$ cat config.mk
export PLATFORM = sky130hd
export DESIGN_NAME = pwr_guard_ctrl
export DESIGN_NICKNAME = d
export VERILOG_FILES = /design/src/rtl/pwr_guard_pkg.sv /design/src/rtl/pwr_guard_sync.sv /design/src/rtl/pwr_guard_recover.sv /design/src/rtl/pwr_guard_fresh.sv /design/src/rtl/pwr_guard_ctrl.sv
export SDC_FILE = /design/constraint.sdc
export NUM_CORES = 1
export LEC_CHECK = 0
export BUFFER_PORTS_ARGS = -buffer_cell sky130_fd_sc_hd__buf_2
export CAP_MARGIN = 20
export CORE_UTILIZATION = 60
export DETAILED_ROUTE_END_ITERATION = 10
export PLACE_DENSITY = 0.79
export SYNTH_ARGS = -nofsm -noshare
export SYNTH_HDL_FRONTEND = slang
export SYNTH_SLANG_ARGS = --single-unit
$ cat constraint.sdc
create_clock -name clk -period 3.6 [get_ports clk]
set_input_delay 0.72 -clock clk [delete_from_list [all_inputs] [get_ports clk]]
set_output_delay 0.72 -clock clk [all_outputs]
set_load 0.1 [all_outputs]
$ cat src/rtl/pwr_guard_pkg.sv
`timescale 1ns/1ps
package pwr_guard_pkg;
  // Depth of the input synchroniser chain
  localparam int SYNC_DEPTH = 2;

  // Digitised supply comparator levels
  typedef struct packed {
    logic above_bat;
    logic above_wp;
  } sup_stat_t;

  localparam int STAT_W = $bits(sup_stat_t);
endpackage

$ cat src/rtl/pwr_guard_sync.sv
`timescale 1ns/1ps
module pwr_guard_sync #(
  parameter int WIDTH = 2,
  parameter int DEPTH = 2
) (
  input  logic             clk,
  input  logic             rst_n,
  input  logic [WIDTH-1:0] d_i,
  output logic [WIDTH-1:0] q_o
);
  logic [WIDTH-1:0] stg_q [DEPTH];

  // Reset value 0 reads as "supply out of tolerance"
  always_ff @(posedge clk or negedge rst_n) begin
    if (!rst_n) begin
      for (int s = 0; s < DEPTH; s++) stg_q[s] <= '0;
    end else begin
      stg_q[0] <= d_i;
      for (int s = 1; s < DEPTH; s++) stg_q[s] <= stg_q[s-1];
    end
  end

  assign q_o = stg_q[DEPTH-1];
endmodule

$ cat src/rtl/pwr_guard_recover.sv
`timescale 1ns/1ps
module pwr_guard_recover #(
  parameter int CNT_MAX = 35
) (
  input  logic clk,
  input  logic rst_n,
  input  logic ok_i,
  output logic done_o
);
  localparam int CNT_W = $clog2(CNT_MAX + 1);

  logic [CNT_W-1:0] cnt_q, cnt_d;
  logic             cnt_en;
  logic             at_max;

  assign at_max = (cnt_q == CNT_W'(CNT_MAX));

  // Clear while the supply is bad, count up while good, hold at the limit
  always_comb begin
    cnt_en = !ok_i || !at_max;
    cnt_d  = ok_i ? (cnt_q + CNT_W'(1)) : '0;
  end

  always_ff @(posedge clk or negedge rst_n) begin
    if (!rst_n)      cnt_q <= '0;
    else if (cnt_en) cnt_q <= cnt_d;
  end

  assign done_o = at_max;
endmodule

$ cat src/rtl/pwr_guard_fresh.sv
`timescale 1ns/1ps
module pwr_guard_fresh (
  input  logic clk,
  input  logic fact_clr_n,
  input  logic above_wp_i,
  input  logic above_bat_i,
  output logic bkup_sel_o
);
  logic armed_q;
  logic arm_en;

  // One-time set on the first in-tolerance cycle
  always_comb arm_en = above_wp_i && !armed_q;

  // Only the factory clear disarms; the ordinary reset is not connected
  always_ff @(posedge clk or negedge fact_clr_n) begin
    if (!fact_clr_n)  armed_q <= 1'b0;
    else if (arm_en)  armed_q <= 1'b1;
  end

  // Switch over below the lower of the two thresholds
  assign bkup_sel_o = armed_q && !above_wp_i && !above_bat_i;
endmodule

$ cat src/rtl/pwr_guard_ctrl.sv
`timescale 1ns/1ps
module pwr_guard_ctrl
  import pwr_guard_pkg::*;
#(
  parameter int CLK_FREQ_KHZ = 50000,
  parameter int RECOVER_MS   = 35
) (
  input  logic clk,
  input  logic rst_n,
  input  logic fact_clr_n,
  input  logic sup_ok_wp_i,
  input  logic sup_gt_bat_i,
  input  logic rd_req_i,
  input  logic wr_req_i,
  output logic acc_en_o,
  output logic rd_en_o,
  output logic wr_en_o,
  output logic rst_o,
  output logic bkup_sel_o
);
  localparam int REC_CYC = CLK_FREQ_KHZ * RECOVER_MS;

  sup_stat_t raw_stat, syn_stat;
  logic      rec_done;

  assign raw_stat.above_wp  = sup_ok_wp_i;
  assign raw_stat.above_bat = sup_gt_bat_i;

  pwr_guard_sync #(
    .WIDTH (STAT_W),
    .DEPTH (SYNC_DEPTH)
  ) u_sync (
    .clk   (clk),
    .rst_n (rst_n),
    .d_i   (raw_stat),
    .q_o   (syn_stat)
  );

  pwr_guard_recover #(
    .CNT_MAX (REC_CYC)
  ) u_recover (
    .clk    (clk),
    .rst_n  (rst_n),
    .ok_i   (syn_stat.above_wp),
    .done_o (rec_done)
  );

  pwr_guard_fresh u_fresh (
    .clk         (clk),
    .fact_clr_n  (fact_clr_n),
    .above_wp_i  (syn_stat.above_wp),
    .above_bat_i (syn_stat.above_bat),
    .bkup_sel_o  (bkup_sel_o)
  );

  // Gate decisions follow the synchronised level in the same cycle
  always_comb begin
    acc_en_o = syn_stat.above_wp;
    wr_en_o  = acc_en_o && wr_req_i;
    rd_en_o  = acc_en_o && rd_req_i && !wr_req_i;
    rst_o    = !syn_stat.above_wp || !rec_done;
  end
endmodule

==> flow_summary.json <==
{
  "dieHeight_um": 48.4,
  "clock_path_buffers": 2,
  "power.density_nw_per_um2": 350,
  "synthesis.nets": 136,
  "cpMaxStageDelayCell": "dfrtp_1",
  "ys_ff_latch": 26,
  "critPathArrivalTime_ns": 2.09,
  "dp_hpwl_um": 1710,
  "vdd_drop_max_v": 0.000265,
  "synth-simple-area-share": 0.277,
  "place_congestion": 0.874,
  "place_ws_ns": 1.16,
  "worst_slew_margin_rel": 0.646,
  "seq_area_um2": 651,
  "drive_gt1_frac": 0.165,
  "postCtsSetupRepairBufs": 0,
  "avgSynthCellArea_um2": 10.2,
  "synthCells": 127,
  "worstSetupStartpointType": "flip-flop",
  "cts_hold_buffers": 0,
  "synthMuxAreaShare": 0.0155,
  "grt_pass1_vias": 940,
  "cts_root_buf": "clkbuf_4",
  "start_util": 0.646,
  "finalCriticalPeriod_ns": 2.81,
  "crit_chain": "inv_1, ha_1, nor4b_1, nand3_1, or4_1, buf_2",
  "netlist-cell-type-count": 37,
  "viasPerCell": 6.22,
  "numCtsBuffers": 3,
  "max_freq_mhz": 356,
  "intPower_uw": 371,
  "syn2layout_area_growth_pct": 9.19,
  "synth_top_family_by_area": "simple AND/OR/NAND/NOR gates",
  "multi_input_area_um2": 618,
  "cpPeakStageDelay_ns": 0.45,
  "crit_buf_inv": 2,
  "swShare": 0.250,
  "synth_compound_area_frac": 0.0774,
  "crit_fanout": 5,
  "crit_path_end_kind": "output port",
  "drt_pre_antenna_iters": 4,
  "ys_seq_area_frac": 0.503,
  "yosys_warnings": 0,
  "cpLargestDelayFamily": "simple AND/OR/NAND/NOR gates",
  "synth-xor-area-share": 0.0812,
  "ant_nets": 0,
  "drc": 0,
  "synth_edf_count": 0,
  "seq_power_share": 0.618,
  "n_fill_cell": 157,
  "vias": 1032,
  "drt_iter0_drc": 29,
  "clock_sinks": 26,
  "grt_overflow_total": 0,
  "setup_violations": 0,
  "final_cell_area_um2": 1410,
  "htreeDepth": 1,
  "ios": 12,
  "min_path_type": "in2async",
  "outcome": "completed",
  "row_count": 16,
  "synthArstFlopShare": 1.00,
  "final_util": 0.706,
  "fp.dieW_um": 48.4,
  "core-area_um2": 2000,
  "required_ns": 2.88,
  "die_area_um2": 2350,
  "power_frac_clock": 0.295,
  "setup_tns_ns": 0,
  "maxSlewViolCount": 0,
  "syn_area_um2": 1290,
  "synth_adder_area_share": 0.0193,
  "period_share": 0.781,
  "placed_area_um2": 1380,
  "grt_pass1_wl_um": 4130,
  "num-nets-final": 149,
  "grt_util_all_layers": 0.232,
  "hold_viol": 0,
  "crit_type": "reg2out",
  "skew_ns": 0.00830,
  "routed_wl_um": 2400,
  "grt_start_max_net_pins": 26,
  "clk_latency_ns": 0.32,
  "grt_setup_unrepaired": "no",
  "tightestPinTransition_ns": 0.531,
  "drv_cap": 0,
  "cts_resized": 0,
  "cts.clk_slew.worst_paths_ns": 0.14,
  "antenna_found_initial": 0,
  "p_sw_uw": 123,
  "setup_ws_ns": 0.787,
  "wire_per_inst_um": 14.4,
  "cts_tree": "done",
  "antennaDiodeCount": 0,
  "p_leak_nw": 0.598,
  "port-buffer-count": 11,
  "pwr-share-comb": 0.087,
  "ys.flop_type": "dfrtp_1"
}
## area by class of cell
class | count | area share
Tap cell | 27 | 0.0239
Timing Repair Buffer | 12 | 0.0443
Multi-Input combinational cell | 94 | 0.438
Inverter | 3 | 0.00797
Clock buffer | 4 | 0.0257
Sequential cell | 26 | 0.461
## state kept, by name (all words and copies together), names as in the netlist
signal and flops:
u_recover.cnt_q 21, u_sync.q_o 2, u_sync.stg_q 2, u_fresh.armed_q 1
## per-layer routing
layer	global-route usage	vias up	share of wire
li1	-	486	-
met1	0.321	496	0.43
met2	0.364	42	0.49
met3	0.0377	8	0.057
met4	0.103	0	0.018
met5	0	-	0
## synth_stat cells, types with 3 or more instances
cell | count | area, um2
dfrtp_1 | 26 | 651
nor2_1 | 13 | 48.8
nand2_1 | 11 | 41.3
xor2_1 | 8 | 70.1
nand3_1 | 7 | 35.0
nand4_1 | 6 | 37.5
xnor2_1 | 4 | 35.0
a21oi_1 | 3 | 15.0
nand2b_1 | 3 | 18.8
nor3_1 | 3 | 15.0
nor3b_1 | 3 | 22.5
o311ai_0 | 3 | 26.3
o41ai_1 | 3 | 26.3
or4_1 | 3 | 22.5
## power groups by stage
| stage | sequential, mW | combinational (mW) | clock, mW |
|---|---|---|---|
| 2_1_floorplan | 0.312 | 0.0264 | 0 |
| 3_3_place_gp | 0.310 | 0.0425 | 0 |
| 3_5_place_dp | 0.311 | 0.0434 | 0 |
| 4_1_cts | 0.305 | 0.0437 | 0.149 |
| 5_1_grt | 0.306 | 0.0476 | 0.161 |
| 6_report | 0.305 | 0.0430 | 0.146 |
## final timing paths
| kind | startpoint | to | slack [ns] | depth (start not counted) |
|---|---|---|---|---|
| worst min-delay path | fact_clr_n | u_fresh.armed_q | 0.14 | 1 |
| worst max-delay path | u_recover.cnt_q[0] | rst_o | 0.79 | 6 |
| worst min register to register | u_sync.stg_q[3] | u_sync.q_o[1] | 0.37 | 0 |
| worst max register to register | u_recover.cnt_q[4] | u_recover.cnt_q[18] | 1.78 | 4 |
| max in group asynchronous | rst_n | u_recover.cnt_q[4] | 2.89 | 1 |
| min in group clk | u_sync.stg_q[3] | u_sync.q_o[1] | 0.37 | 0 |
## per-stage QoR
stage          total power [mW]  std cells  hold slack, ns
5_1_grt                   0.514        166           0.120
3_5_place_dp              0.354        162           0.339
4_1_cts                   0.497        166           0.131
6_report                  0.494        166           0.138
2_1_floorplan             0.338        127           0.331
3_3_place_gp              0.352        162           0.333
## cells in the final DEF, fill, tap and decap left out
cell type  netlist  final
dfrtp_1         26     26
nor2_1          13     13
nand2_1         11     11
buf_2            1     11
xor2_1           8      8
nand3_1          7      7
nand4_1          6      6
xnor2_1          4      4
or4_1            3      3
nor3_1           3      3
nand2b_1         3      3
o311ai_0         3      3
o41ai_1          3      3
a21oi_1          3      3
clkbuf_4         0      3
inv_1            2      2
nor3b_2          0      2
and4_1           2      2
or3_1            2      2
mux2i_1          2      2
o31ai_1          2      2
and3_1           2      2
o21ai_0          2      2
ha_1             2      2
and2_1           1      1
clkinv_1         1      1
nand2_4          1      1
nand4bb_1        1      1
nor4b_1          1      1
and4_2           1      1
and3_2           1      1
nand2_2          1      1
nor4_1           1      1
or2_2            1      1
nor3b_1          3      1
o211ai_1         1      1
clkbuf_8         0      1
buf_4            0      1
## cells by family (layout without fill, tap and decap cells)
family          after synthesis  after routing
fa+ha+maj                     2              2
buf+inv                       7             19
compound gates               14             14
flops                        26             26
simple gates                 64             64
xor+xnor                     12             12
mux                           2              2
(Power assumes the default switching activity.)
